`src/rtl/tlbv_pkg.sv`:
```
package tlbv_pkg;
  localparam int CFG_W = 32;

  function automatic int clamp_idx(input int raw, input int n_entries);
    return (raw >= n_entries) ? (n_entries - 1) : raw;
  endfunction
endpackage

```
`src/rtl/tlbv_lockreg.sv`:
```
module tlbv_lockreg #(
  parameter int N_ENTRIES  = 6,
  parameter bit FIXED_BASE = 1'b0,
  parameter int IDX_W      = $clog2(N_ENTRIES)
) (
  input  logic             clk,
  input  logic             rst_n,
  input  logic             wr_en,
  input  logic [IDX_W-1:0] wr_base,
  input  logic [IDX_W-1:0] wr_victim,
  input  logic             wr_lock,
  input  logic             advance,
  output logic [IDX_W-1:0] base_q,
  output logic [IDX_W-1:0] victim_q,
  output logic             lock_q
);
  import tlbv_pkg::*;

  localparam logic [IDX_W-1:0] LAST = IDX_W'(N_ENTRIES - 1);

  logic [IDX_W-1:0] base_in, victim_in, victim_step;

  // Out-of-range writes are clamped to the last slot.
  assign victim_in   = IDX_W'(clamp_idx(int'(wr_victim), N_ENTRIES));
  assign victim_step = (victim_q == LAST) ? base_q : victim_q + IDX_W'(1);

  generate
    if (FIXED_BASE) begin : g_fixed
      assign base_in = '0;
      assign base_q  = '0;
    end else begin : g_prog
      logic [IDX_W-1:0] base_r;
      assign base_in = IDX_W'(clamp_idx(int'(wr_base), N_ENTRIES));
      always_ff @(posedge clk) begin
        if (!rst_n)     base_r <= '0;
        else if (wr_en) base_r <= base_in;
      end
      assign base_q = base_r;
    end
  endgenerate

  always_ff @(posedge clk) begin
    if (!rst_n) begin
      victim_q <= '0;
      lock_q   <= 1'b0;
    end else if (wr_en) begin
      victim_q <= victim_in;
      lock_q   <= wr_lock;
    end else if (advance) begin
      victim_q <= victim_step;
    end
  end
endmodule

```
`src/rtl/tlbv_entry_flags.sv`:
```
module tlbv_entry_flags #(
  parameter int N_ENTRIES = 6,
  parameter int IDX_W     = $clog2(N_ENTRIES)
) (
  input  logic                 clk,
  input  logic                 rst_n,
  input  logic                 fill_fire,
  input  logic [IDX_W-1:0]     fill_slot,
  input  logic                 fill_lock,
  input  logic                 inv_all,
  output logic [N_ENTRIES-1:0] live_q,
  output logic [N_ENTRIES-1:0] lock_q
);
  generate
    for (genvar i = 0; i < N_ENTRIES; i++) begin : g_slot
      logic hit;
      assign hit = fill_fire && (fill_slot == IDX_W'(i));
      always_ff @(posedge clk) begin
        if (!rst_n) begin
          live_q[i] <= 1'b0;
          lock_q[i] <= 1'b0;
        end else if (hit) begin
          live_q[i] <= 1'b1;
          lock_q[i] <= fill_lock;
        end else if (inv_all && !lock_q[i]) begin
          live_q[i] <= 1'b0;
        end
      end
    end
  endgenerate
endmodule

```
`src/rtl/tlbv_ctrl.sv`:
```
module tlbv_ctrl #(
  parameter int N_ENTRIES  = 6,
  parameter bit FIXED_BASE = 1'b0,
  localparam int IDX_W     = $clog2(N_ENTRIES)
) (
  input  logic                 clk,
  input  logic                 rst_n,
  input  logic                 cfg_we,
  input  logic [31:0]          cfg_wdata,
  output logic [31:0]          cfg_rdata,
  input  logic                 fill_valid,
  output logic                 fill_ready,
  output logic [IDX_W-1:0]     fill_idx,
  input  logic                 inv_all,
  output logic [N_ENTRIES-1:0] ent_valid,
  output logic [N_ENTRIES-1:0] ent_prot
);
  localparam int BASE_LSB = 32 - IDX_W;
  localparam int VIC_LSB  = 32 - 2 * IDX_W;

  logic [IDX_W-1:0] base_q, victim_q;
  logic             lock_q, fire;

  assign fill_ready = !cfg_we;
  assign fire       = fill_valid && fill_ready;
  assign fill_idx   = victim_q;

  tlbv_lockreg #(.N_ENTRIES(N_ENTRIES), .FIXED_BASE(FIXED_BASE), .IDX_W(IDX_W)) u_reg (
    .clk       (clk),
    .rst_n     (rst_n),
    .wr_en     (cfg_we),
    .wr_base   (cfg_wdata[BASE_LSB +: IDX_W]),
    .wr_victim (cfg_wdata[VIC_LSB +: IDX_W]),
    .wr_lock   (cfg_wdata[0]),
    .advance   (fire),
    .base_q    (base_q),
    .victim_q  (victim_q),
    .lock_q    (lock_q)
  );

  tlbv_entry_flags #(.N_ENTRIES(N_ENTRIES), .IDX_W(IDX_W)) u_flags (
    .clk       (clk),
    .rst_n     (rst_n),
    .fill_fire (fire),
    .fill_slot (victim_q),
    .fill_lock (lock_q),
    .inv_all   (inv_all),
    .live_q    (ent_valid),
    .lock_q    (ent_prot)
  );

  always_comb begin
    cfg_rdata                        = '0;
    cfg_rdata[BASE_LSB +: IDX_W]     = base_q;
    cfg_rdata[VIC_LSB +: IDX_W]      = victim_q;
    cfg_rdata[0]                     = lock_q;
  end
endmodule

```
`config.mk`:
```
export PLATFORM = sky130hd
export DESIGN_NAME = tlbv_ctrl
export DESIGN_NICKNAME = d
export VERILOG_FILES = /design/src/rtl/tlbv_pkg.sv /design/src/rtl/tlbv_lockreg.sv /design/src/rtl/tlbv_entry_flags.sv /design/src/rtl/tlbv_ctrl.sv
export SDC_FILE = /design/constraint.sdc
export NUM_CORES = 1
export LEC_CHECK = 0
export BUFFER_PORTS_ARGS = -buffer_cell sky130_fd_sc_hd__buf_2
export CAP_MARGIN = 5
export CORE_MARGIN = 3
export CORE_UTILIZATION = 29
export DETAILED_ROUTE_END_ITERATION = 6
export GPL_ROUTABILITY_DRIVEN = 0
export SLEW_MARGIN = 30
export SYNTH_ARGS = -nofsm -noshare
export SYNTH_HDL_FRONTEND = slang
export SYNTH_SLANG_ARGS = --single-unit
```
`constraint.sdc`:
```
create_clock -name clk -period 1.3 [get_ports clk]
set_input_delay 0.13 -clock clk [delete_from_list [all_inputs] [get_ports clk]]
set_output_delay 0.13 -clock clk [all_outputs]
set_load 0.02 [all_outputs]
```
## Word level (Yosys, flattened, before mapping)

Cells that the tools add are included.

- Register bits: 19
- Output and inout bits: 48

- Add/sub/neg operators: 1
- $lt $le $gt $ge: 2
- Equality and inequality tests: 5
- Muxes and demuxes: 17
- Reductions and logical operators: 28

Operators by type and width:

| kind | number |
|---|---|
| $mux W3 | 5 |
| $reduce_bool A2 Y1 | 7 |
| $logic_and A1 B1 Y1 | 13 |
| $mux W1 | 12 |
| $logic_not A1 Y1 | 7 |
| $eq A3 B2 Y1 const B | 2 |
| $eq A3 B3 Y1 const B | 2 |
| $ge A3 B3 Y1 const B | 2 |
| $add A3 B1 Y3 const B | 1 |
| $eq A3 B1 Y1 const B | 1 |
| $logic_not A3 Y1 | 1 |

## Longest topological paths before layout

- Depth after elaboration: 4
- Mapped depth: 6

## Modules after synthesis

From an unflattened synthesis, not the netlist that was laid out.

- Cell total of the unflattened synthesis: 123
- Area, all modules: 1071.0 um^2

By module, submodules not included:

| module | instances | cells each | area an instance (um^2) | seq. area each (um^2) |
|---|---|---|---|---|
| tlbv_entry_flags | 1 | 48 | 466.7 | 240.2 |
| tlbv_lockreg | 1 | 43 | 372.9 | 140.1 |
| tlbv_ctrl | 1 | 32 | 231.5 | 0.0 |

## Least setup slack after synthesis

Ideal clock, no wire load.

- Path kind: register to register
- From: register u_reg.victim_q[2]
- To: register u_reg.victim_q[2]
- Setup time: 0.060 ns
- Data arrival time: 1.455 ns
- Required time: 1.240 ns
- Slack: -0.215 ns
- Stages on the path, launching flop included: 7
- Buffers on the path: 1
- Period minus slack after synthesis: 1.515 ns
- Cells stage by stage: dfxtp_1 > buf_4 > inv_1 > ha_1 > nor2b_1 > o211ai_1 > o2111a_1

- Longest elaborated chain between the ends: 4
- Elaborated cells on any way between the ends: 5

Ends and longest elaborated chain:

| element | RTL line | source |
|---|---|---|
| start, declared | tlbv_lockreg.sv:14 | `output logic [IDX_W-1:0] victim_q,` |
| start signal, assigned | tlbv_lockreg.sv:47 | `victim_q <= victim_in;` |
| start signal, assigned | tlbv_lockreg.sv:50 | `victim_q <= victim_step;` |
| $add A3 B1 Y3 or $eq A3 B3 Y1 (tied branches) | tlbv_lockreg.sv:25 | `assign victim_step = (victim_q == LAST) ? base_q : victim_q + IDX_W'(1);` |
| $mux W3 * | tlbv_lockreg.sv:25 |  |
| $mux W3 * | tlbv_lockreg.sv:49 | `end else if (advance) begin` |
| $mux W3 * | tlbv_lockreg.sv:46 | `end else if (wr_en) begin` |

Mark *: on every way between the ends. The rest lies on a longest branch, timed or not. The select of a mux whose other input is x is not followed.
A chain may end at the register's enable or synchronous reset.

## Final worst setup path

- From: register u_reg.victim_q[0]
- To: register u_reg.victim_q[2]

Same word-level chain as after synthesis.

==> flow_summary.yaml <==
worst_setup_path:
  crit_path_frequent_cell: "ha_4"
  critPathCaptureType: "register"
  reg2reg_to: "u_reg.victim_q[2]"
  critPathBufInv: 0
  critPathArrivalTime_ns: 1.48
  r2r_cells: 5
  crit_type: "register to register"
  worstPathRequired_ns: 1.49
  cpMaxStageDelayCell: "dfxtp_4"
  cp_cell_sequence: "ha_4 -> ha_4 -> nor2b_1 -> o211ai_1 -> o2111a_1"
  reg2reg_setup_slack_ns: 0.02
  rr_startpoint: "u_reg.victim_q[0]"
  crit_fanout: 4
  cp-start-kind: "register"
  critPathMaxStageDelay_ns: 0.37
  critPathTopFamily: "flip-flops"
cts:
  post_cts_buffers: 0
  cts_max_level: 1
  cts_tree: "yes"
  clock_latency_ns: 0.25
  numCtsBuffers: 3
  cts.path.max_buffers: 2
  root_buffer: "clkbuf_8"
  cts.sinks: 19
  clkTransAtPathRegs_ns: 0.07
global_route:
  grt_use_total: 0.105
  grt_pass1_vias: 781
  grt_max_degree: 14
  grt_pass1_wl_um: 3710
  gr-total-overflow: 0
  antenna_found_initial: 0
pwr:
  power_frac_seq: 0.461
  ir_drop_mv: 0.443
  sw_frac_of_total: 0.315
  power.density_mw_per_mm2: 1010
  p_switching_mw: 0.427
  p_leak_nw: 0.648
  power_mw: 1.35
  p_comb_frac: 0.238
  p_int_mw: 0.927
  pwr-share-clk: 0.301
die:
  coreArea_sq_mm: 0.00352
  die-area_sq_mm: 0.00464
  start_util: 0.318
  ios: 85
  die_w_um: 68.1
  die_h_um: 68.1
  rows: 21
route:
  drc_errors: 0
  first_pass_iters: 4
  drt-initial-drc-count: 14
  wire_per_inst_um: 11.2
  via_per_inst: 4.36
  routed_wl_um: 2320
  vias: 907
  drtAntennaViolNets: 0
yosys:
  netlist_area_sq_mm: 0.00112
  synth_edf_count: 0
  ys_ff_latch: 19
  async_flop_share: 0
  synthSimpleGateAreaFrac: 0.131
  synth.distinct_cells: 26
  postSynthCellCount: 126
  synth_compound_area_frac: 0.153
  synth_warnings: 0
  yosys-mux-area-fraction: 0.0716
  synth.most_common_cell: "buf_4"
  synth_xor_area_frac: 0
  yosys.area.top_type: "dfxtp_1"
  synth_top_area_frac: 0.340
  synth_top_family_by_area: "buffers and inverters"
  yosys-top-cells-count: "buf_4, dfxtp_1, a21oi_1, nor2_1, mux2i_1"
  synth-adder-area-share: 0.0559
  ys_seq_area_frac: 0.340
  synth_flop_cell: "dfxtp_1"
  synth_area_leaders: "dfxtp_1, buf_4, mux2i_1"
  syn_area_per_cell_sq_um: 8.88
outcome:
  status: "finished clean"
sta:
  finalCriticalPeriod_ns: 1.28
  timing.hold.ws_ns: 0.113
  setup_viol: 0
  max_freq_ghz: 0.778
  fin_crit_sh: 0.988
  rsz0062_at_grt: "true"
  finalHoldViolations: 0
  slew_violations: 0
  fin_skew_ns: 0.00118
worst_hold_path:
  hold_path_startpoint: "cfg_wdata[0]"
  holdPathStages: 3
  hold_end: "u_reg.lock_q"
  min_path_type: "input pin to register"
placement:
  dpl.hpwl_um: 1830
  portBuffers: 34
layout:
  diodes: 0
  nets: 205
  n_fill_cell: 384
  synthToLayoutAreaGrowth_pct: 20.4
  drive_gt1_frac: 0.358
run:
  max_cap_viol_count: 0
area by class of cell:
cell class	instances	area (sq um)	share of cell area
repair buffers	42	230	0.171
clock inverters	1	5.00	0.00372
flip-flops and latches	19	392	0.291
multi-input cells	90	594	0.441
inverters	7	26.3	0.0195
well taps	46	57.6	0.0428
clock buffers	3	41.3	0.0307
cells by family (layout without fill, tap and decap cells):
group	count (synthesis)	after routing
AOI/OAI and AO/OA	28	28
adders and majority gates	5	5
buffers and inverters	41	53
DFF	19	19
muxes	8	8
other	1	25
and+or+nand+nor	24	24
worst max-delay path by stage:
stage / from / endpoint / slack, ns / cells past startpoint
6_report: u_reg.victim_q[0] / u_reg.victim_q[2] / 0.02 / 5
5_1_grt: u_reg.victim_q[0] / u_reg.victim_q[2] / -0.06 / 5
4_1_cts: u_reg.victim_q[0] / u_flags.lock_q[2] / 0.003 / 6
3_5_place_dp: u_reg.victim_q[0] / u_reg.victim_q[2] / -0.01 / 5
3_3_place_gp: u_reg.victim_q[0] / u_reg.victim_q[2] / -0.01 / 5
2_1_floorplan: u_reg.victim_q[1] / u_reg.victim_q[2] / -0.001 / 6
per-stage QoR:
stage	instance area [sq um]	util	setup slack [ns]	instances	TNS, ns
global route	1350	0.382	-0.0556	208	-0.117
global placement	1280	0.363	-0.0106	204	-0.0106
CTS	1330	0.379	0.00267	208	0
floorplan	1250	-	-0.00109	150	-0.00109
detailed placement	1280	0.363	-0.0112	204	-0.0112
finish	1350	0.382	0.0153	208	0
cell usage in the layout, fill, tap and decap left out, drive strengths merged, types with 2 or more instances in the layout:
cell | netlist | final
a21oi | 11 | 11
and4bb | 3 | 3
buf | 33 | 42
clkbuf | 1 | 3
clkinv | 2 | 3
conb | 1 | 25
dfxtp | 19 | 19
ha | 5 | 5
inv | 5 | 5
mux2i | 8 | 8
nand2 | 2 | 2
nand3 | 4 | 4
nand3b | 2 | 2
nand4b | 2 | 2
nor2 | 9 | 9
o211ai | 3 | 3
o21ai | 7 | 7
o32ai | 2 | 2
power by group through the flow:
stage	sequential (mW)	combinational [mW]	clock, mW
after CTS	0.623	0.319	0.428
after floorplan	0.660	0.269	0
final	0.624	0.323	0.407
after global routing	0.629	0.358	0.451
after global placement	0.634	0.317	0
after detailed placement	0.635	0.317	0
state kept, by name (all words and copies together), names as in the netlist:
name,flops
u_reg.lock_q,1
u_flags.lock_q,6
u_reg.base_q,3
u_flags.live_q,6
u_reg.victim_q,3
worst register-to-register path, stage by stage (launching register included):
cell      delay [ns]
dfxtp_4         0.37
ha_4            0.16
ha_4            0.21
nor2b_1         0.12
o211ai_1        0.16
o2111a_1        0.20
per-layer routing:
metal / up-vias / track usage / part of all wire
met5: - / 0 / 0
met4: 0 / 0.0298 / 0.0082
met3: 2 / 0.0197 / 0.068
met2: 37 / 0.167 / 0.49
met1: 411 / 0.144 / 0.43
li1: 457 / - / -
repair_timing:
action,CTS,global route
pin swaps,2,4
resized for setup,1,3
setup endpoints to repair,1,5
hold buffers,0,0
(Power assumes the default switching activity.)
